### config.mk
export PLATFORM = sky130hd
export DESIGN_NAME = i2c_reg_writer
export DESIGN_NICKNAME = d
export VERILOG_FILES = /design/src/rtl/i2cw_pkg.sv /design/src/rtl/i2cw_qtick.sv /design/src/rtl/i2cw_shifter.sv /design/src/rtl/i2cw_seq.sv /design/src/rtl/i2c_reg_writer.sv
export SDC_FILE = /design/constraint.sdc
export NUM_CORES = 1
export LEC_CHECK = 0
export BUFFER_PORTS_ARGS = -buffer_cell sky130_fd_sc_hd__buf_2
export CAP_MARGIN = 15
export CORE_MARGIN = 8
export CORE_UTILIZATION = 35
export CTS_CLUSTER_SIZE = 14
export DETAILED_ROUTE_END_ITERATION = 10
export PLACE_DENSITY = 0.61
export SKIP_LAST_GASP = 1
export SLEW_MARGIN = 20
export SYNTH_ARGS = -nofsm -noshare
export SYNTH_HDL_FRONTEND = slang
export SYNTH_SLANG_ARGS = --single-unit
### constraint.sdc
create_clock -name clk -period 4.4 [get_ports clk]
set_input_delay 1.32 -clock clk [delete_from_list [all_inputs] [get_ports clk]]
set_output_delay 1.32 -clock clk [all_outputs]
set_load 0.01 [all_outputs]
### src/rtl/i2cw_pkg.sv
package i2cw_pkg;
  typedef enum logic [1:0] {
    PH_IDLE  = 2'd0,
    PH_START = 2'd1,
    PH_BITS  = 2'd2,
    PH_STOP  = 2'd3
  } phase_e;

  localparam int FRAME_BYTES = 4;
  localparam int FRAME_W     = 8 * FRAME_BYTES;
endpackage

### src/rtl/i2cw_qtick.sv
module i2cw_qtick #(
  parameter int QTR_CYCLES = 250
) (
  input  logic clk,
  input  logic rst,
  input  logic run,
  output logic tick
);
  localparam int CW = $clog2(QTR_CYCLES + 1);
  localparam logic [CW-1:0] LAST = CW'(QTR_CYCLES - 1);

  logic [CW-1:0] cnt;

  always_ff @(posedge clk) begin
    if (rst || !run)       cnt <= '0;
    else if (cnt == LAST)  cnt <= '0;
    else                   cnt <= cnt + 1'b1;
  end

  assign tick = run && (cnt == LAST);

  // quarter counter never runs past its period
  p_qcount_bound_r2: assert property (@(posedge clk) disable iff (rst)
    cnt <= LAST);
endmodule

### src/rtl/i2cw_shifter.sv
module i2cw_shifter #(
  parameter int W = 32
) (
  input  logic         clk,
  input  logic         rst,
  input  logic         load,
  input  logic [W-1:0] load_val,
  input  logic         shift,
  output logic         cur_bit,
  output logic         nxt_bit
);
  logic [W-1:0] sr;

  always_ff @(posedge clk) begin
    if (rst)        sr <= '0;
    else if (load)  sr <= load_val;
    else if (shift) sr <= {sr[W-2:0], 1'b0};
  end

  assign cur_bit = sr[W-1];
  assign nxt_bit = sr[W-2];
endmodule

### src/rtl/i2cw_seq.sv
module i2cw_seq
  import i2cw_pkg::*;
#(
  parameter int NBYTES = FRAME_BYTES
) (
  input  logic clk,
  input  logic rst,
  input  logic start_i,
  input  logic tick,
  input  logic cur_bit,
  input  logic nxt_bit,
  input  logic sda_in_i,
  output logic run,
  output logic load,
  output logic shift,
  output logic scl_o,
  output logic sda_low_o,
  output logic done_o,
  output logic err_o
);
  localparam int BYW = $clog2(NBYTES + 1);
  localparam logic [BYW-1:0] LAST_BYTE = BYW'(NBYTES - 1);

  phase_e         phase;
  logic [1:0]     sub;
  logic [3:0]     bitc;
  logic [BYW-1:0] bytec;
  logic           nack;
  logic           ack_slot;

  assign ack_slot = (bitc == 4'd8);
  assign run      = (phase != PH_IDLE);
  assign load     = start_i && (phase == PH_IDLE);
  assign shift    = (phase == PH_BITS) && tick && (sub == 2'd3) && !ack_slot;

  always_ff @(posedge clk) begin
    if (rst) begin
      phase     <= PH_IDLE;
      sub       <= 2'd0;
      bitc      <= 4'd0;
      bytec     <= '0;
      nack      <= 1'b0;
      scl_o     <= 1'b1;
      sda_low_o <= 1'b0;
      done_o    <= 1'b0;
      err_o     <= 1'b0;
    end else begin
      done_o <= 1'b0;
      err_o  <= 1'b0;
      case (phase)
        PH_IDLE: begin
          if (start_i) begin
            phase     <= PH_START;
            sub       <= 2'd0;
            bitc      <= 4'd0;
            bytec     <= '0;
            nack      <= 1'b0;
            scl_o     <= 1'b1;
            sda_low_o <= 1'b0;
          end
        end
        PH_START: begin
          if (tick) begin
            case (sub)
              2'd0: begin sub <= 2'd1; sda_low_o <= 1'b1; end
              2'd1: begin sub <= 2'd2; scl_o <= 1'b0; end
              default: begin
                phase     <= PH_BITS;
                sub       <= 2'd0;
                sda_low_o <= ~cur_bit;
              end
            endcase
          end
        end
        PH_BITS: begin
          if (tick) begin
            case (sub)
              2'd0: begin sub <= 2'd1; scl_o <= 1'b1; end
              2'd1: sub <= 2'd2;
              2'd2: begin
                sub   <= 2'd3;
                scl_o <= 1'b0;
                if (ack_slot) nack <= sda_in_i;
              end
              default: begin
                sub <= 2'd0;
                if (ack_slot) begin
                  if (nack || bytec == LAST_BYTE) begin
                    phase     <= PH_STOP;
                    sda_low_o <= 1'b1;
                  end else begin
                    bytec     <= bytec + 1'b1;
                    bitc      <= 4'd0;
                    sda_low_o <= ~cur_bit;
                  end
                end else begin
                  bitc      <= bitc + 1'b1;
                  sda_low_o <= (bitc == 4'd7) ? 1'b0 : ~nxt_bit;
                end
              end
            endcase
          end
        end
        default: begin
          if (tick) begin
            case (sub)
              2'd0: begin sub <= 2'd1; scl_o <= 1'b1; end
              2'd1: begin sub <= 2'd2; sda_low_o <= 1'b0; end
              default: begin
                phase  <= PH_IDLE;
                sub    <= 2'd0;
                done_o <= ~nack;
                err_o  <= nack;
              end
            endcase
          end
        end
      endcase
    end
  end

  p_idle_bus_r1: assert property (@(posedge clk) disable iff (rst)
    (phase == PH_IDLE) |-> (scl_o && !sda_low_o));

  p_sda_hold_r3: assert property (@(posedge clk) disable iff (rst)
    (phase == PH_BITS && $past(phase) == PH_BITS && scl_o && $past(scl_o))
      |-> $stable(sda_low_o));

  p_ack_release_r5: assert property (@(posedge clk) disable iff (rst)
    (phase == PH_BITS && ack_slot) |-> !sda_low_o);

  p_done_pulse_r6: assert property (@(posedge clk) disable iff (rst)
    done_o |=> !done_o);

  p_err_pulse_r7: assert property (@(posedge clk) disable iff (rst)
    err_o |=> !err_o);

  p_strobe_excl_r9: assert property (@(posedge clk) disable iff (rst)
    !(done_o && err_o));
endmodule

### src/rtl/i2c_reg_writer.sv
module i2c_reg_writer
  import i2cw_pkg::*;
#(
  parameter int QTR_CYCLES = 250
) (
  input  logic        clk,
  input  logic        rst,
  input  logic        start_i,
  input  logic [7:0]  dev_byte_i,
  input  logic [7:0]  reg_addr_i,
  input  logic [15:0] wr_data_i,
  input  logic        sda_in_i,
  output logic        scl_o,
  output logic        sda_low_o,
  output logic        done_o,
  output logic        err_o
);
  logic run, tick, load, shift, cur_bit, nxt_bit;

  i2cw_qtick #(.QTR_CYCLES(QTR_CYCLES)) u_qtick (
    .clk (clk),
    .rst (rst),
    .run (run),
    .tick(tick)
  );

  i2cw_shifter #(.W(FRAME_W)) u_shift (
    .clk     (clk),
    .rst     (rst),
    .load    (load),
    .load_val({dev_byte_i, reg_addr_i, wr_data_i}),
    .shift   (shift),
    .cur_bit (cur_bit),
    .nxt_bit (nxt_bit)
  );

  i2cw_seq #(.NBYTES(FRAME_BYTES)) u_seq (
    .clk      (clk),
    .rst      (rst),
    .start_i  (start_i),
    .tick     (tick),
    .cur_bit  (cur_bit),
    .nxt_bit  (nxt_bit),
    .sda_in_i (sda_in_i),
    .run      (run),
    .load     (load),
    .shift    (shift),
    .scl_o    (scl_o),
    .sda_low_o(sda_low_o),
    .done_o   (done_o),
    .err_o    (err_o)
  );
endmodule

==> results of run 1 <==
## cell usage after synthesis (all sizes together), types with 2 or more instances
cell / count / area share, %
o21ai: 11 / 2.0
mux2: 3 / 1.2
dfxtp: 56 / 41
nand3: 5 / 0.91
and2: 2 / 0.46
ha: 16 / 7.3
or3: 6 / 1.4
xor2: 3 / 0.96
clkbuf: 12 / 1.6
nand2b: 4 / 0.91
a21oi: 42 / 7.7
mux2i: 4 / 1.5
inv: 14 / 1.9
nand3b: 7 / 1.9
nor3: 6 / 1.1
nor4: 2 / 1.0
a22oi: 29 / 8.0
buf: 8 / 1.4
nand2: 41 / 5.6
nand4: 3 / 1.2
and4: 2 / 0.64
nor2: 25 / 3.4
## cell usage in the layout (no fill, tap or decap), types with 2 or more instances in the layout
master | synthesis | layout
nand2_1 | 41 | 41
mux2_2 | 3 | 3
nand2b_1 | 4 | 4
buf_2 | 7 | 39
inv_1 | 14 | 14
and2_1 | 2 | 2
o21ai_0 | 10 | 10
a21oi_1 | 42 | 42
nand3_1 | 5 | 5
and4_1 | 2 | 2
nand3b_1 | 7 | 7
xor2_1 | 3 | 3
nor3_1 | 6 | 6
nor2_1 | 25 | 24
a22oi_1 | 29 | 29
or3_1 | 6 | 6
dfxtp_1 | 56 | 56
ha_1 | 16 | 16
nand4_1 | 2 | 2
mux2i_1 | 4 | 4
clkbuf_8 | 0 | 5
buf_4 | 0 | 3
## registers in the layout, indices dropped and copies added (netlist names)
signal,flops
u_shift.sr,32
u_qtick.cnt,8
u_seq.bitc,4
u_seq.bytec,3
u_seq.phase,2
u_seq.sub,2
u_seq.done_o,1
u_seq.err_o,1
u_seq.nack,1
u_seq.scl_o,1
u_seq.sda_low_o,1
## layout make-up
class | count | area [um^2]
fillers | 766 | 4540
multi-input cells | 231 | 1480
flip-flops and latches | 56 | 1120
repair buffers | 42 | 218
well taps | 102 | 128
clock buffers | 6 | 72.6
inverters | 14 | 52.6
clock inverters | 2 | 38.8
## cell families after synthesis
group | Yosys count
AO/OA/AOI/OAI | 95
XOR/XNOR | 4
adder cells (fa/ha/maj) | 16
buffers and inverters | 34
flip-flops | 56
multiplexers | 7
AND/OR/NAND/NOR | 109
## routing by layer
layer  vias up  global-route usage [%]  wire, um
li1       1199                       -         -
met1      1079                    14.0      2890
met2        52                    18.1      2830
met3         7                    3.28       338
met4         0                    3.62        80
met5         -                       0         0
## worst max path at each step
stage	start	end	slack [ns]	cells past startpoint
after CTS	u_seq.phase[0]	u_shift.sr[19]	1.67	8
after detailed placement	start_i	u_shift.sr[19]	1.41	7
after floorplan	start_i	u_seq.bitc[1]	2.01	6
final	u_seq.phase[0]	u_shift.sr[19]	1.70	8
after global placement	start_i	u_seq.bitc[1]	1.45	7
after global routing	u_seq.phase[0]	u_shift.sr[17]	1.40	8
## power by group
part | switching (mW) | internal [mW]
Sequential | 0.0320 | 0.563
Combinational | 0.225 | 0.160
Clock | 0.172 | 0.172
## critical path, cell delays in order (launching register included)
cell and delay [ns]:
dfxtp_1 0.35, inv_1 0.09, ha_1 0.55, nand3b_1 0.22, nor4_4 0.69, nor2_2 0.21, buf_4 0.28, nand2_1 0.09
a21oi_1 0.07
## stage by stage
step           utilization [%]  setup slack, ns  cells
6_report                  40.7             1.70    453
5_1_grt                   40.7             1.40    453
4_1_cts                   40.7             1.67    453
3_5_place_dp              39.2             1.41    445
3_3_place_gp              39.2             1.45    445
2_1_floorplan                -             2.01    321
==> flow_metrics.py, run 1 <==
metrics = {
    "synth": {
        "synthArstFlopShare_pct": 0,
        "muxShareOfSynthArea_pct": 2.70,
        "synthXorXnorAreaFrac_pct": 1.28,
        "synthSimpleGateAreaFrac_pct": 21.0,
        "ys_seq_area_share_pct": 41.0,
        "syn-cell-area_um2": 2740,
        "synth_top_family_by_area": "compound AO/OA/AOI/OAI gates",
        "synth_edf_count": 0,
        "synthFlopType": "dfxtp_1",
        "synthDistinctLibCells": 46,
        "syn_inst": 321,
        "ys_seq_elements": 56,
        "synth_adder_area_share_pct": 7.32,
        "synth_compound_area_share_pct": 21.8,
        "syn_nets": 373,
        "yosys_warnings": 0,
        "syn_area_per_cell_um2": 8.52,
    },
    "worst_setup_path": {
        "regToRegSetupSlack_ns": 1.70,
        "rr_worst_depth": 8,
        "start_kind": "flip-flop",
        "crit_type": "reg2reg",
        "worstPathMaxFanout": 22,
        "critPathArrivalTime_ns": 2.86,
        "cp_data_required_time_ns": 4.56,
        "worst_setup_path_end_kind": "flip-flop",
        "r2r_end": "u_shift.sr[19]",
        "timing.rr.start": "u_seq.phase[0]",
    },
    "hold_path": {
        "min_to": "u_shift.sr[4]",
        "hold_path.startpoint": "u_shift.sr[4]",
        "min_path_cells": 2,
        "min_path_type": "reg2reg",
    },
    "global_routing": {
        "grt-ovfl-total": 0,
        "grt_max_degree": 47,
        "antenna_found_initial": 0,
        "grtUsageTotal_pct": 11.3,
        "grt_pass1_wl_um": 10600,
        "grt_pass1_vias": 2291,
    },
    "placement": {
        "hpwl_um": 4300,
        "gp_congestion": 0.777,
        "port-buffer-count": 39,
        "placed_area_um2": 3000,
    },
    "timing": {
        "grt_setup_unrepaired": "no",
        "period_minus_slack_ns": 2.70,
        "fin_crit_sh_pct": 61.4,
        "max-slew-margin-rel_pct": 41.6,
        "tightest_slew_ns": 0.869,
        "drv_slew": 0,
        "finalSetupViolCount": 0,
        "fmax_mhz": 370,
        "timing.hold.ws_ns": 0.459,
        "final_hold_viol_count": 0,
        "fin_setup_tns_ns": 0,
        "skew_ns": 0.00615,
    },
    "floorplanning": {
        "io_pins": 40,
        "die_area_um2": 10900,
        "dieHeight_um": 104,
        "start_util_pct": 35.8,
        "coreArea_um2": 7650,
        "die_w_um": 104,
        "placementRows": 32,
    },
    "finish": {
        "drive_gt1_share_pct": 16.2,
        "synthToLayoutAreaGrowth_pct": 13.7,
        "nets": 402,
        "diodes": 0,
        "fin_area_um2": 3110,
    },
    "pwr": {
        "p_leak_nw": 1.15,
        "total_power_mw": 1.32,
        "p_per_area_nw_per_um2": 426,
        "ir_worst_vdd_mv": 0.189,
    },
    "drt": {
        "ant_nets": 0,
        "vias": 2337,
        "drc": 0,
        "first_pass_iters": 4,
        "via_per_inst": 5.16,
        "drtIter0Drc": 116,
        "wl_per_cell_um": 13.6,
        "wl_um": 6140,
    },
    "clocking": {
        "cts-root-buf": "clkbuf_8",
        "postCtsSetupBuffers": 0,
        "numCtsBuffers": 5,
        "h-tree-depth": 2,
        "clkTransAtPathRegs_ns": 0.10,
        "cts_buffer_depth": 2,
        "clock_latency_ns": 0.31,
        "clock_sinks": 56,
        "cts_resized": 0,
        "cts_hold_buf": 0,
        "tritoncts": "yes",
    },
    "status": {
        "outcome": "finished clean",
    },
    "run": {
        "maxCapViolCount": 0,
    },
}
(Power assumes the default switching activity.)
==> run 2, diff against run 1 <==
--- a/config.mk
+++ b/config.mk
@@ -11,7 +11,7 @@
 export CORE_UTILIZATION = 35
 export CTS_CLUSTER_SIZE = 14
 export DETAILED_ROUTE_END_ITERATION = 10
-export PLACE_DENSITY = 0.61
+export PLACE_DENSITY = 0.63
 export SKIP_LAST_GASP = 1
 export SLEW_MARGIN = 20
 export SYNTH_ARGS = -nofsm -noshare
==> constraint.sdc (replaced) <==
create_clock -name clk -period 2.29 [get_ports clk]
set_input_delay 0.687 -clock clk [delete_from_list [all_inputs] [get_ports clk]]
set_output_delay 0.687 -clock clk [all_outputs]
set_load 0.01 [all_outputs]
==> flow_metrics.py, run 2 (same netlist as run 1, synthesis figures left out) <==
metrics = {
    "status": {
        "outcome": "finished clean",
    },
    "placement": {
        "hpwl_um": 4490,
        "placed_area_um2": 3040,
        "place_ws_ns": 0.146,
        "post-place-cells": 451,
        "gp_congestion": 0.784,
        "port-buffer-count": 39,
    },
    "finish": {
        "fin_area_um2": 3130,
        "drive_gt1_share_pct": 18.0,
        "most-common-layout-cells": "dfxtp_1, a21oi_1, nand2_1",
        "regArea_um2": 1120,
        "layout_commonest_cell": "dfxtp_1",
        "fin_cells": 458,
        "synthToLayoutAreaGrowth_pct": 14.4,
        "fill_cells": 787,
        "reg_top3": "u_shift.sr (32), u_qtick.cnt (8), u_seq.bitc (4)",
        "nets": 408,
        "regMostFlops": "u_shift.sr",
        "diodes": 0,
        "multiInputGateArea_um2": 1480,
        "largest_reg_flops": 32,
    },
    "worst_setup_path": {
        "worst-path-buf-inv": 2,
        "crit_chain": "inv_1 -> ha_2 -> nand4bb_4 -> nor2_1 -> buf_4 -> o2111ai_1 -> or3_1 -> a21oi_1",
        "timing.rr.start": "u_seq.phase[0]",
        "worstPathMaxFanout": 10,
        "regToRegSetupSlack_ns": 0.23,
        "rr_worst_depth": 8,
        "worst_setup_path_end_kind": "flip-flop",
        "r2r_end": "u_seq.phase[0]",
        "crit_type": "reg2reg",
        "start_kind": "flip-flop",
        "critPathTopFamily": "simple AND/OR/NAND/NOR gates",
        "cpMaxStageDelayCell": "dfxtp_1",
        "cp_data_required_time_ns": 2.52,
        "max_stage_delay_ns": 0.39,
        "critPathArrivalTime_ns": 2.29,
    },
    "clocking": {
        "clkTransAtPathRegs_ns": 0.10,
        "tritoncts": "yes",
        "cts-root-buf": "clkbuf_8",
        "clock_latency_ns": 0.30,
        "cts_buffer_depth": 2,
        "h-tree-depth": 2,
        "clock_sinks": 56,
        "cts_hold_buf": 0,
        "numCtsBuffers": 5,
    },
    "global_routing": {
        "antenna_found_initial": 0,
        "grt_pass1_vias": 2311,
        "grt_max_degree": 32,
        "grtUsageTotal_pct": 11.5,
        "grt_pass1_wl_um": 10800,
        "grt-ovfl-total": 0,
    },
    "timing": {
        "grt_setup_unrepaired": "no",
        "fmax_mhz": 486,
        "final_hold_viol_count": 0,
        "fin_setup_tns_ns": 0,
        "drv_slew": 0,
        "tightest_slew_ns": 0.580,
        "skew_ns": 0.00652,
        "period_minus_slack_ns": 2.06,
        "max-slew-margin-rel_pct": 61.1,
        "fin_crit_sh_pct": 89.9,
        "finalSetupViolCount": 0,
        "worst_slack_ns": 0.231,
    },
    "drt": {
        "wl_per_cell_um": 13.4,
        "via_per_inst": 5.13,
        "vias": 2349,
        "first_pass_iters": 4,
        "drtIter0Drc": 109,
        "wl_um": 6140,
        "drc": 0,
        "ant_nets": 0,
    },
    "floorplanning": {
        "die_area_um2": 10900,
        "placementRows": 32,
        "dieHeight_um": 104,
        "die_w_um": 104,
        "start_util_pct": 35.8,
        "io_pins": 40,
        "coreArea_um2": 7650,
    },
    "pwr": {
        "p_per_area_nw_per_um2": 771,
        "p_leak_nw": 1.16,
        "ir_worst_vdd_mv": 0.310,
        "total_power_mw": 2.41,
    },
    "hold_path": {
        "min_path_type": "reg2reg",
        "min_to": "u_shift.sr[6]",
        "hold_path.startpoint": "u_shift.sr[6]",
        "min_path_cells": 2,
    },
    "run": {
        "maxCapViolCount": 0,
    },
}
## run 2: changes by cell type in the layout (fill, tap and decap cells not counted)
cell        change
bufinv_16       -1
ha_2            +1
clkinvlp_4      +1
buf_4           +6
clkinv_2        +1
inv_6           -1
ha_1            -1
clkbuf_1        -1
## run 2: where the power goes
part	internal, mW	total [mW]	switching (mW)
Sequential	1.08	1.14	0.0623
Combinational	0.324	0.758	0.433
Clock	0.208	0.512	0.304
## run 2: how the worst max path moves through the flow
stage                   startpoint             end  slack (ns)  depth (start not counted)
detailed placement  u_seq.phase[0]  u_seq.phase[0]        0.15                          8
CTS                 u_seq.phase[0]  u_seq.phase[0]        0.12                          8
global placement    u_seq.phase[0]  u_seq.bytec[0]        0.27                          8
floorplan           u_seq.phase[0]  u_seq.bytec[0]        0.32                          9
global route        u_seq.phase[0]  u_seq.phase[0]        0.07                          8
finish              u_seq.phase[0]  u_seq.phase[0]        0.23                          8
## run 2: what timing repair did
action | CTS | global route
gates resized for setup | 0 | 1
buffers inserted | 0 | 0
endpoints found under the setup margin | 0 | 2
## run 2: worst reg2reg max path: cells and delay by family, from the launching register on
family | cells | cell delay (ns)
buffers and inverters | 2 | 0.24
DFF | 1 | 0.39
and+or+nand+nor | 3 | 0.75
adders and majority gates | 1 | 0.25
AOI/OAI and AO/OA | 2 | 0.35
## run 2: layout make-up
cell class,count,area share [%]
multi-input cells,231,47.4
clock buffers,5,2.20
clock inverters,2,0.400
repair buffers,48,8.40
well taps,102,4.08
inverters,14,1.68
flip-flops and latches,56,35.8
## run 2: through the flow
stage,hold slack (ns),utilization (%)
final,0.459,40.9
after global routing,0.482,40.9
after CTS,0.461,40.9
after detailed placement,0.446,39.8
after global placement,0.443,39.8
after floorplan,0.433,-
## run 2: metal layers
metal	GRT usage [%]	share of wire [%]
met5	0	0
met4	3.41	1.1
met3	2.79	4.4
met2	18.2	46
met1	15.0	49
==> run 3, diff against run 2 <==
--- a/config.mk
+++ b/config.mk
@@ -5,6 +5,7 @@
 export SDC_FILE = /design/constraint.sdc
 export NUM_CORES = 1
 export LEC_CHECK = 0
+export ABC_AREA = 1
 export BUFFER_PORTS_ARGS = -buffer_cell sky130_fd_sc_hd__buf_2
 export CAP_MARGIN = 15
 export CORE_MARGIN = 8
==> flow_metrics.py, run 3 <==
metrics = {
    "finish": {
        "synthToLayoutAreaGrowth_pct": 14.1,
        "most-common-layout-cells": "nand2_1, dfxtp_1, a21oi_1",
        "largest_reg_flops": 32,
        "layout_commonest_cell": "nand2_1",
        "reg_top3": "u_shift.sr (32), u_qtick.cnt (8), u_seq.bitc (4)",
        "regMostFlops": "u_shift.sr",
        "fin_area_um2": 3180,
        "nets": 458,
        "drive_gt1_share_pct": 16.5,
        "diodes": 0,
        "fill_cells": 800,
    },
    "pwr": {
        "switching_share_pct": 39.4,
        "p_seq_share_pct": 38.3,
        "total_power_mw": 3.16,
        "p_per_area_nw_per_um2": 992,
        "p_clk_share_pct": 20.3,
        "p_sw_mw": 1.25,
        "cell_internal_pwr_mw": 1.91,
        "p_leak_nw": 1.33,
        "ir_worst_vdd_mv": 0.322,
        "p_comb_share_pct": 41.4,
    },
    "timing": {
        "period_minus_slack_ns": 1.95,
        "max-slew-margin-rel_pct": 59.3,
        "final_hold_viol_count": 0,
        "fin_crit_sh_pct": 85.2,
        "worst_slack_ns": 0.339,
        "fmax_mhz": 513,
        "timing.hold.ws_ns": 0.467,
        "fin_setup_tns_ns": 0,
        "finalSetupViolCount": 0,
        "drv_slew": 0,
        "tightest_slew_ns": 0.604,
        "grt_setup_unrepaired": "no",
        "skew_ns": 0.0100,
    },
    "drt": {
        "wl_um": 6120,
        "ant_nets": 0,
        "wl_per_cell_um": 12.0,
        "vias": 2458,
        "drtIter0Drc": 100,
        "via_per_inst": 4.83,
        "drc": 0,
        "first_pass_iters": 4,
    },
    "synth": {
        "synthTopCellsByCount": "nand2_1, dfxtp_1, a21oi_1",
        "synth.most_common_cell": "nand2_1",
        "syn_nets": 420,
        "synth_top_area_share_pct": 40.2,
        "synthDistinctLibCells": 33,
        "syn-cell-area_um2": 2790,
        "ys_seq_area_share_pct": 40.2,
        "synthFlopType": "dfxtp_1",
        "synthArstFlopShare_pct": 0,
        "yosys_warnings": 0,
        "ys_seq_elements": 56,
        "synthTopCellsByArea": "dfxtp_1, nand2_1, a21oi_1",
        "yosys.area.top_type": "dfxtp_1",
        "synth_edf_count": 0,
        "syn_area_per_cell_um2": 7.58,
        "syn_inst": 368,
    },
    "worst_setup_path": {
        "regToRegSetupSlack_ns": 0.34,
        "critPathArrivalTime_ns": 2.14,
        "crit_type": "reg2reg",
        "critPathCapture": "u_seq.scl_o",
        "worst_setup_path_end_kind": "flip-flop",
        "worstPathMaxFanout": 7,
        "start_kind": "flip-flop",
        "crit_start": "u_seq.phase[0]",
        "r2r_end": "u_seq.scl_o",
        "rr_worst_depth": 8,
        "cp_data_required_time_ns": 2.48,
        "timing.rr.start": "u_seq.phase[0]",
    },
    "placement": {
        "port-buffer-count": 39,
        "placed_area_um2": 3070,
        "hpwl_um": 4440,
        "gp_congestion": 0.841,
        "place_ws_ns": 0.367,
    },
    "clocking": {
        "cts-root-buf": "clkbuf_8",
        "cts_resized": 0,
        "clock_sinks": 56,
        "numCtsBuffers": 5,
        "postCtsSetupBuffers": 0,
        "tritoncts": "yes",
        "cts_buffer_depth": 2,
        "clock_latency_ns": 0.30,
        "h-tree-depth": 2,
        "cts_hold_buf": 0,
        "clkTransAtPathRegs_ns": 0.10,
    },
    "floorplanning": {
        "placementRows": 32,
        "start_util_pct": 36.1,
        "dieHeight_um": 105,
        "die_w_um": 105,
        "die_area_um2": 11100,
        "coreArea_um2": 7730,
        "io_pins": 40,
    },
    "global_routing": {
        "grtUsageTotal_pct": 11.3,
        "grt.busiest_layer": "met2",
        "antenna_found_initial": 0,
        "grt-ovfl-total": 0,
        "gr-usage-met3_pct": 2.19,
        "grt_pass1_wl_um": 10800,
        "grtUsageMet2_pct": 18.4,
        "met1_usage_pct": 14.5,
        "grt_pass1_vias": 2437,
        "grt_max_degree": 40,
    },
    "run": {
        "maxCapViolCount": 0,
    },
    "hold_path": {
        "min_path_type": "reg2reg",
    },
    "status": {
        "outcome": "finished clean",
    },
}
## run 3: cell types whose count changed in the layout (fill, tap and decap cells not counted), sizes merged, moves of 4 or more
cell	change
mux2i	-4
nand3b	-7
inv	+20
or3	-6
nand2	+48
nand2b	-4
a21oi	+5
nand3	+6
nor2	+12
## run 3: metrics by stage
step / utilization (%) / instances
detailed placement: 39.8 / 501
finish: 41.2 / 509
global placement: 39.8 / 501
CTS: 41.2 / 509
floorplan: - / 368
global route: 41.2 / 509
## run 3: final cells by class
type	instances	area [um^2]	share of cell area (%)
Clock inverter	2	38.8	1.22
Sequential cell	56	1120	35.2
Clock buffer	6	72.6	2.28
Timing Repair Buffer	45	240	7.55
Multi-Input combinational cell	262	1450	45.5
Inverter	36	135	4.25
Tap cell	102	128	4.01
## run 3: how the worst min path moves through the flow
| stage | startpoint | endpoint | depth (start not counted) |
|---|---|---|---|
| 2_1_floorplan | u_qtick.cnt[0] | u_qtick.cnt[0] | 1 |
| 3_3_place_gp | u_seq.scl_o | u_seq.scl_o | 2 |
| 3_5_place_dp | u_seq.scl_o | u_seq.scl_o | 2 |
| 4_1_cts | u_seq.bytec[2] | u_seq.bytec[2] | 2 |
| 5_1_grt | u_seq.bytec[2] | u_seq.bytec[2] | 2 |
| 6_report | u_seq.scl_o | u_seq.scl_o | 2 |
## run 3: routing by layer
metal / part of all wire [%] / vias to the layer above
met1: 50 / 1129
met3: 2.8 / 2
met5: 0 / -
met4: 0.77 / 0
li1: - / 1299
met2: 46 / 28
## run 3: critical path, stage by stage, from the launching register on
cell,delay [ns]
dfxtp_1,0.37
inv_1,0.08
ha_1,0.27
inv_1,0.20
nand2_1,0.12
o21ai_0,0.51
nand3_1,0.15
nand2_1,0.09
nand3_1,0.06
## run 3: cells by family (layout without fill, tap and decap cells)
family	after synthesis	in the layout	share of synthesized area, %
simple gates	152	152	24.0
compound gates	92	92	20.0
flops	56	56	40.2
buf+inv	50	89	7.94
fa+ha+maj	16	16	7.17
xor+xnor	2	2	0.628
## run 3: power by group through the flow
stage	Sequential, mW	Clock [mW]	Combinational (mW)
after floorplan	1.22	0	1.05
after global placement	1.23	0	1.29
after detailed placement	1.23	0	1.31
after CTS	1.21	0.670	1.31
after global routing	1.23	0.723	1.51
final	1.21	0.641	1.31
